--- src/rtl/rshift_ofs_corr.sv ---
module rshift_ofs_corr #(
  parameter int IN_W  = 32,
  parameter int OUT_W = 24,
  parameter int SH_W  = 5
) (
  input  logic             clk,
  input  logic             rst_n,
  input  logic             chan_en,
  input  logic             cfg_ofs_we,
  input  logic [OUT_W-1:0] cfg_ofs_data,
  input  logic             cfg_sh_we,
  input  logic [SH_W-1:0]  cfg_sh_data,
  input  logic             in_valid,
  input  logic [IN_W-1:0]  in_data,
  output logic             out_valid,
  output logic [OUT_W-1:0] out_data
);
  localparam int EXT_W = IN_W + 2;
  localparam logic signed [EXT_W-1:0] MAX_V =
    signed'({{(EXT_W-OUT_W+1){1'b0}}, {(OUT_W-1){1'b1}}});
  localparam logic signed [EXT_W-1:0] MIN_V = -MAX_V - 1;

  logic [OUT_W-1:0]        ofs_q;
  logic [SH_W-1:0]         sh_q;
  logic signed [EXT_W-1:0] x_ext, rnd, shd, sum, sat;

  always_ff @(posedge clk or negedge rst_n) begin
    if (!rst_n) begin
      ofs_q <= '0;
      sh_q  <= '0;
    end else begin
      if (cfg_ofs_we) ofs_q <= cfg_ofs_data;
      if (cfg_sh_we && !chan_en) sh_q <= cfg_sh_data;
    end
  end

  assign x_ext = signed'({{2{in_data[IN_W-1]}}, in_data});
  assign rnd   = (sh_q == '0) ? '0
               : signed'({{(EXT_W-1){1'b0}}, 1'b1} << (sh_q - 1'b1));
  assign shd   = (x_ext + rnd) >>> sh_q;
  assign sum   = shd + signed'({{(EXT_W-OUT_W){ofs_q[OUT_W-1]}}, ofs_q});
  assign sat   = (sum > MAX_V) ? MAX_V : (sum < MIN_V) ? MIN_V : sum;

  always_ff @(posedge clk or negedge rst_n) begin
    if (!rst_n) begin
      out_valid <= 1'b0;
      out_data  <= '0;
    end else begin
      out_valid <= in_valid;
      if (in_valid) out_data <= sat[OUT_W-1:0];
    end
  end

  a_r2_valid_follows: assert property (@(posedge clk) disable iff (!rst_n)
    in_valid |=> out_valid);
  a_r2_no_spurious: assert property (@(posedge clk) disable iff (!rst_n)
    !in_valid |=> !out_valid);
  a_r2_hold_data: assert property (@(posedge clk) disable iff (!rst_n)
    !in_valid |=> $stable(out_data));
  a_r7_shift_locked: assert property (@(posedge clk) disable iff (!rst_n)
    chan_en |=> $stable(sh_q));
  a_r8_offset_taken: assert property (@(posedge clk) disable iff (!rst_n)
    cfg_ofs_we |=> ofs_q == $past(cfg_ofs_data));
  a_r3_passthrough: assert property (@(posedge clk) disable iff (!rst_n)
    (in_valid && sh_q == '0 && ofs_q == '0 &&
     in_data[IN_W-1:OUT_W-1] inside {'0, '1})
    |=> out_data == $past(in_data[OUT_W-1:0]));
endmodule

--- config.mk ---
export PLATFORM = sky130hd
export DESIGN_NAME = rshift_ofs_corr
export DESIGN_NICKNAME = d
export VERILOG_FILES = /design/src/rtl/rshift_ofs_corr.sv
export SDC_FILE = /design/constraint.sdc
export NUM_CORES = 1
export LEC_CHECK = 0
export BUFFER_PORTS_ARGS = -buffer_cell sky130_fd_sc_hd__buf_2
export CORE_ASPECT_RATIO = 0.75
export CORE_UTILIZATION = 62
export DETAILED_ROUTE_END_ITERATION = 12
export HOLD_SLACK_MARGIN = 0.08
export PLACE_DENSITY = 0.91
export SLEW_MARGIN = 15
export SYNTH_ARGS = -nofsm -noshare
export SYNTH_HDL_FRONTEND = slang
export SYNTH_SLANG_ARGS = --single-unit
--- constraint.sdc ---
create_clock -name clk -period 10.9 [get_ports clk]
set_clock_uncertainty 0.2 [all_clocks]
set_input_delay 1.635 -clock clk [delete_from_list [all_inputs] [get_ports clk]]
set_output_delay 1.635 -clock clk [all_outputs]
set_load 0.1 [all_outputs]
Word-level counts from Yosys, hierarchy flattened
Index checks and enable logic that the tools add are counted.

word-level totals
  register bits = 54
  bits of input ports = 67
  output and inout bits = 25
  word-level logic and storage cells = 17

cells by class
  add/subtract/negate cells = 3
  magnitude comparators = 2
  shift-type cells = 2
  mux-type cells = 3
  reduce and logical (&&, ||, !) cells = 3

operator list
  operator              count
  $mux 24               2
  $add 32x34->34        1
  $add 34x24->34        1
  $gt 34x24->1 const B  1
  $lt 34x24->1 const B  1
  $mux 34               1
  $shl 1x5->34 const A  1
  $sshr 34x5->34        1
  $logic_not 5->1       1
  $sub 5x1->5 const B   1
  $logic_and 1x1->1     1
  $logic_not 1->1       1

Longest topological paths before layout
Gate-level depths: netlist (run 1).

  word-level depth = 9
  gate-level depth with buffers = 31
  mapped depth without buffers = 27

Least setup slack after synthesis (run 1)
No wires, ideal clock.

  path kind = input-to-reg
  start point = input port in_data[0]
  end point = register out_data[8]
  library setup time = 124 ps
  arrival = 7,539 ps
  data required time = 10,576 ps
  path slack = 3,036 ps
  cell stages on the path = 25
  path buffers = 2
  path through = ha_1 > fa_1 > a21o_1 > a22o_1 > a221oi_1 > a21o_1 > mux2_2 > or2_1 > mux4_2 > o32ai_1 > a211oi_1 > o22a_1 > ha_1 > a211oi_1 > nor2_1 > nor3_1 > and2_1 > buf_2 > o21ai_1 > or3_1 > a2111oi_0 > nand3b_1 > o31ai_4 > buf_6 > a21oi_1

on the way
  cells in the longest elaborated chain, start to end = 6
  elaborated cells on any way between the ends = 7
  those cells by class = add/sub (2); order compare (2); shift (1); mux (2)

RTL lines
  item                  line  RTL
  from (decl)           14    input logic [IN_W-1:0] in_data,
  $add 32x34->34 *      40    assign shd = (x_ext + rnd) >>> sh_q;
  $sshr 34x5->34 *      40
  $add 34x24->34 *      41    assign sum = shd + signed'({{(EXT_W-OUT_W){ofs_q[OUT_W-1]}}, ofs_q});
  $lt 34x24->1          42    assign sat = (sum > MAX_V) ? MAX_V : (sum < MIN_V) ? MIN_V : sum;
  $mux 24               42
  $mux 24 *             42
  to (signal assigned)  50    if (in_valid) out_data <= sat[OUT_W-1:0];
  to (decl)             16    output logic [OUT_W-1:0] out_data

Mark *: on every way between the ends. The rest lies on a longest branch, timed or not.
A chain may end at the register's enable or synchronous reset.

Final worst setup path (run 1)
  start point = register sh_q[0]
  end point = register out_data[8]

on the way
  cells in the longest elaborated chain, start to end = 9
  elaborated cells on any way between the ends = 11
  those cells by class = add/sub (3); order compare (2); shift (2); mux (3); reduce/logical (1)

RTL lines
  item                    line  RTL
  from (decl)             24    logic [SH_W-1:0] sh_q;
  from (signal assigned)  33    if (cfg_sh_we && !chan_en) sh_q <= cfg_sh_data;
  $sub 5x1->5             39    : signed'({{(EXT_W-1){1'b0}}, 1'b1} << (sh_q - 1'b1));
  $shl 1x5->34            39
  $mux 34                 38    assign rnd = (sh_q == '0) ? '0
  $add 32x34->34          40
  $sshr 34x5->34 *        40
  $add 34x24->34 *        41
  $lt 34x24->1            42
  $mux 24                 42
  $mux 24 *               42

Marks and branches as above.

==> results of run 1 <==
-- cells in the mapped netlist, types with 16 or more instances --
master and n:
nor2_1 131, nand2_1 106, a21oi_1 88, ha_1 66, o21ai_0 64, dfrtp_1 54, clkbuf_1 49, mux2i_1 43
nor3_1 34, mux2_2 33, nand3_1 33, xnor2_1 33, a21o_1 29, a211oi_1 26, inv_1 24, a21oi_2 22
xor2_1 18, and2_1 16
-- path summary, 6_finish.rpt --
kind,cells past startpoint,endpoint,start
min in group asynchronous,2,out_data[23],rst_n
max reg2reg,29,out_data[8],sh_q[0]
min reg2reg,2,out_data[6],out_data[6]
min,2,out_data[6],out_data[6]
max in group asynchronous,2,sh_q[0],rst_n
max,29,out_data[8],sh_q[0]
-- power breakdown --
part,total (W),internal [W],leakage (nW),switching [W]
logic,0.00147,0.000453,3.46,0.00102
clock network,0.000173,0.0000884,0.0763,0.0000844
registers,0.000283,0.000252,0.611,0.0000311
total,0.00193,0.000793,4.15,0.00114
-- kinds of logic after synthesis --
group	share of synthesized area, %
AO/OA/AOI/OAI	32.92
buffers and inverters	4.877
flip-flops	14.88
AND/OR/NAND/NOR	21.48
multiplexers	11.06
adder cells (fa/ha/maj)	9.534
XOR/XNOR	5.167
other	0.08270
-- final cells by class --
class | instances | area, sq um
Fill cell | 1202 | 4272
Timing Repair Buffer | 106 | 568.0
Clock buffer | 5 | 125.1
Sequential cell | 54 | 1351
Inverter | 28 | 105.1
Tap cell | 195 | 244.0
Multi-Input combinational cell | 1032 | 7287
Clock inverter | 3 | 28.78
-- sequential cells by signal, summed over array words and instances (netlist names) --
| signal | cells |
|---|---|
| ofs_q | 24 |
| out_data | 24 |
| out_valid | 1 |
| sh_q | 5 |
-- routing by layer --
metal	vias to the layer above	global-route usage (%)	part of all wire, %
met4	0	8.372	1.7
met5	-	0	0
met2	660	55.24	42
li1	4588	-	-
met1	4609	55.47	44
met3	55	9.379	12
-- through the flow --
| stage | total power (W) | util, % | area, sq um |
|---|---|---|---|
| 2_1_floorplan | 0.001442 | - | 9081 |
| 3_3_place_gp | 0.001689 | 68.35 | 9555 |
| 3_5_place_dp | 0.001712 | 68.35 | 9555 |
| 4_1_cts | 0.001894 | 69.45 | 9709 |
| 5_1_grt | 0.002033 | 69.45 | 9709 |
| 6_report | 0.001929 | 69.45 | 9709 |
-- critical path: cells and delay by family, from the launching register on --
family	cells	cell delay (ns)
fa+ha+maj	3	1.10
flops	1	0.33
mux	2	0.68
compound gates	14	4.51
buf+inv	4	1.23
simple gates	6	1.49
==> key figures, run 1 <==
Outcome
  • Run status: finished, final reports clean

Floorplan
  • Num ports: 92
  • Starting Density: 64.95%
  • Chip width: 141.7 um
  • Die H: ~110 um
  • Core Area: around 14,000 sq um
  • Num rows: 37
  • Area of the die: 15,140 sq um

Drt
  • Via density per instance: approximately 7
  • First-pass DRT Iterations: 5
  • Routed Antenna Nets: 0
  • Wire length per cell: around 20 um
  • DRT iter0 DRCs: 1,498
  • WL final: between 20,000 and 30,000 um
  • Vias: a little under 10,000
  • Drt drc: 0

CTS
  • Root buf cell: clkbuf_16
  • Clock Path Buffers: 2
  • Max H-tree Level: 2
  • Worst skew pair latency: 0.31 ns
  • Hold buffer count at cts: 0
  • Clock sink count: 54
  • TritonCTS clock tree: built
  • Reg clk slew, reported paths: 0.08 ns
  • Total CTS buffers: 5
  • Post-CTS Resized: 0
  • Post-CTS Setup Inserts: 0

STA
  • Final Critical Period: approximately 9.7 ns
  • Fin crit share: 88.67%
  • Final-report setup violation count: 0
  • Fmax: 103.5 MHz
  • Rel. slew slack: 40.19%
  • Actual slew at the worst max-slew pin: just under 0.9 ns
  • Setup WS post-layout: 1.235 ns
  • Final Hold Fails: 0
  • RSZ-0062 raised after global routing: false
  • Min Hold Slack: ~0.31 ns
  • Setup TNS: 0 ns
  • Max-slew violations: 0

Placement
  • GP Congestion: 1.028
  • Port bufs: 91
  • Placed Instances: about 1,400
  • Pre-CTS setup slack: 1.765 ns
  • DP HPWL: 21,850 um

Global routing
  • Overall Global Routing Usage: 37.80%
  • Vias in the first global route: about 9,000
  • Initial antenna violation count: 0
  • Gr ovfl total: 0
  • First-pass GRT wire length: 45,770 um
  • Largest net degree at the start of global routing: 55

Final layout
  • Fin cells: between 1,000 and 1,500
  • Ratio of cells with drive above 1 in the final layout: a little under a fifth
  • Most frequent cells in the layout: nor2_1 (131), nand2_1 (106), buf_2 (91)
  • Net count, final: 1,362
  • Layout area overhead: 6.916%
  • Commonest non-fill, non-tap cell in the layout: nor2_1
  • # diodes: 0

Worst setup path
  • Crit path capture type: flop
  • CP most frequent cell: buf_4
  • WS Path Type: flop to flop
  • R2R Setup Slk: 1.23 ns
  • CP max stage cell: nand2_1
  • Required @ worst endpoint: 10.93 ns
  • Max Fanout on Critical Path: 36
  • CP arrival: 9.69 ns
  • Biggest cell delay along the critical path: 0.64 ns
  • Crit path launch type: flop

Synthesis
  • Mapped Cells: about 1,200
  • Area leader, netlist: dfrtp_1
  • Post-synth top area share: 14.88%
  • Syn avg cell area: 7.644 sq um
  • Main synth FF type: dfrtp_1
  • Synth top area cells: dfrtp_1 (15%), ha_1 (9.1%), nor2_1 (5.4%)
  • Synth Register Bits: 54
  • Mapped Area: 9081 sq um
  • Synth unique cells: 94
  • Syn Nets: 1,323
  • Yosys Warn Count: 0
  • Post-synthesis sequential area ratio: 14.88%
  • Ys async rst share: 100.0%
  • Number of synthesized flops with an enable pin: 0

Flow run
  • MaxCap Viol Count: 0

Power
  • LEAKAGE: a little over 4 nW
  • PD cells: 198.7 nW/um^2
  • Worst IR Drop VDD: 0.1685 mV

Min path
  • Worst min path class: flop to flop
No activity file was read; power rests on OpenSTA's default activity.
==> run 2: changes to the inputs <==
==> constraint.sdc (replaced) <==
create_clock -name clk -period 10.9 [get_ports clk]
set_clock_uncertainty 0.2 [all_clocks]
set_input_delay 2.18 -clock clk [delete_from_list [all_inputs] [get_ports clk]]
set_output_delay 2.18 -clock clk [all_outputs]
set_load 0.1 [all_outputs]
==> run 2 against run 1 <==
  * Clock power down 2%
  * Combinational power is essentially flat
  * First-iteration DRC count down 3.6%
  * Sequential power about the same
  * Critical path type unchanged
  * Largest cell class unchanged
  * Largest power group unchanged
  * Highest routed layer unchanged
==> key figures, run 2 (same netlist as run 1, synthesis figures left out) <==
Outcome
  • Run status: finished, final reports clean

Final layout
  • Top flop regs: ofs_q: 24 flops, out_data: 24 flops, sh_q: 5 flops
  • # diodes: 0
  • Ratio of cells with drive above 1 in the final layout: 18.17%
  • Layout area overhead: 6.834%
  • Net count, final: 1,361
  • Commonest non-fill, non-tap cell in the layout: nor2_1
  • Most frequent cells in the layout: nor2_1 (131), nand2_1 (106), buf_2 (91)
  • Fill cells: 1,209

STA
  • Rel. slew slack: between 10% and 20%
  • Final-report setup violation count: 0
  • Fmax: 104.3 MHz
  • Actual slew at the worst max-slew pin: around 1.2 ns
  • Fin crit share: between 80% and 90%
  • Setup TNS: 0 ns
  • Max-slew violations: 0
  • Final Hold Fails: 0
  • Final Critical Period: 9.586 ns
  • RSZ-0062 raised after global routing: false
  • Setup WS post-layout: around 1.3 ns

Placement
  • GP Congestion: 0.9995
  • Port bufs: 91
  • DP HPWL: 21,710 um
  • Pre-CTS setup slack: 1.327 ns

Worst setup path
  • CP arrival: between 9 and 10 ns
  • Required @ worst endpoint: 10.88 ns
  • WS Path Type: flop to flop
  • Biggest cell delay along the critical path: 0.97 ns
  • Crit path launch type: flop
  • CP max stage cell: xnor2_1
  • Max Fanout on Critical Path: 36
  • Crit path capture type: flop

Drt
  • WL final: 28,150 um
  • DRT iter0 DRCs: 1,444
  • First-pass DRT Iterations: 7
  • Wire length per cell: 19.79 um
  • Routed Antenna Nets: 0
  • Drt drc: 0
  • Vias: 9,917
  • Via density per instance: 6.974

CTS
  • Hold buffer count at cts: 0
  • Post-CTS Resized: 0
  • Max H-tree Level: 2
  • TritonCTS clock tree: built
  • Clock Path Buffers: 2
  • Clock sink count: 54
  • Post-CTS Setup Inserts: 0
  • Total CTS buffers: 5
  • Worst skew pair latency: around 0.3 ns
  • Reg clk slew, reported paths: 0.08 ns
  • Root buf cell: clkbuf_16

Floorplan
  • Core Area: between 10,000 and 15,000 sq um
  • Die H: roughly 110 um
  • Num ports: 92
  • Area of the die: ~15,000 sq um
  • Num rows: 37
  • Starting Density: 64.95%
  • Chip width: ~140 um

Global routing
  • Initial antenna violation count: 0
  • Vias in the first global route: 8,706
  • First-pass GRT wire length: 44,560 um
  • Largest net degree at the start of global routing: 55
  • Overall Global Routing Usage: between 30 and 40%
  • Gr ovfl total: 0

Min path
  • Worst min path class: flop to flop

Power
  • PD cells: 198.4 nW/um^2
  • LEAKAGE: 4.144 nW
  • Worst IR Drop VDD: 0.1852 mV

Flow run
  • MaxCap Viol Count: 0
## run 2: changes by cell type in the layout (fill, tap and decap cells not counted)
cell | previous run | this run
buf_4 | 15 | 14
clkinv_4 | 1 | 2
inv_6 | 1 | 0
## run 2: where the power goes
group	switching, W	internal [W]	total (W)	leakage [nW]
combinational	0.00102	0.000452	0.00147	3.46
clock	0.0000813	0.0000878	0.000169	0.0759
sequential	0.0000297	0.000252	0.000282	0.611
total	0.00113	0.000792	0.00193	4.14
## run 2: final cells by class
class	count	area, sq um	area share (%)
multi-input combinational	1032	7287	75.11
sequential	54	1351	13.93
timing repair buffer	105	560.5	5.778
tap	195	244.0	2.515
clock buffer	5	125.1	1.290
inverter	28	105.1	1.083
clock inverter	3	28.78	0.2966
## run 2: critical path: cells and delay by family (launching register included)
kind	cells	cell delay [ns]
AOI/OAI and AO/OA	11	3.01
DFF	1	0.33
buffers and inverters	4	1.32
adders and majority gates	2	0.78
and+or+nand+nor	7	2.22
xor gates and xnor gates	1	0.97
muxes	3	0.60
## run 2: metal layers
layer  track usage [%]  routed length, um  part of all wire (%)
met5                 0                  0                     0
met4             8.909                571                   2.0
met3             8.888               3237                    12
met2             53.87              11670                    41
met1             54.13              12670                    45
## run 2: worst paths after layout
| check | slack, ns | depth (start not counted) | to | from |
|---|---|---|---|---|
| worst max-delay path | 1.31 | 28 | out_data[1] | sh_q[0] |
| worst min-delay path | 0.31 | 2 | out_data[7] | out_data[7] |
| worst max register to register | 1.31 | 28 | out_data[1] | sh_q[0] |
| worst min register to register | 0.31 | 2 | out_data[7] | out_data[7] |
| max in group asynchronous | 8.25 | 2 | ofs_q[9] | rst_n |
| min in group asynchronous | 1.78 | 2 | out_data[23] | rst_n |
## run 2: through the flow
step / hold slack [ns] / util (%) / std cells / total power (W) / area [sq um]
finish: 0.3112 / 69.39 / 1422 / 0.001925 / 9702
detailed placement: 0.2976 / 68.29 / 1414 / 0.001714 / 9548
global placement: 0.2909 / 68.29 / 1414 / 0.001687 / 9548
floorplan: 0.2875 / - / 1188 / 0.001442 / 9081
CTS: 0.3162 / 69.39 / 1422 / 0.001891 / 9702
global route: 0.3385 / 69.39 / 1422 / 0.002027 / 9702
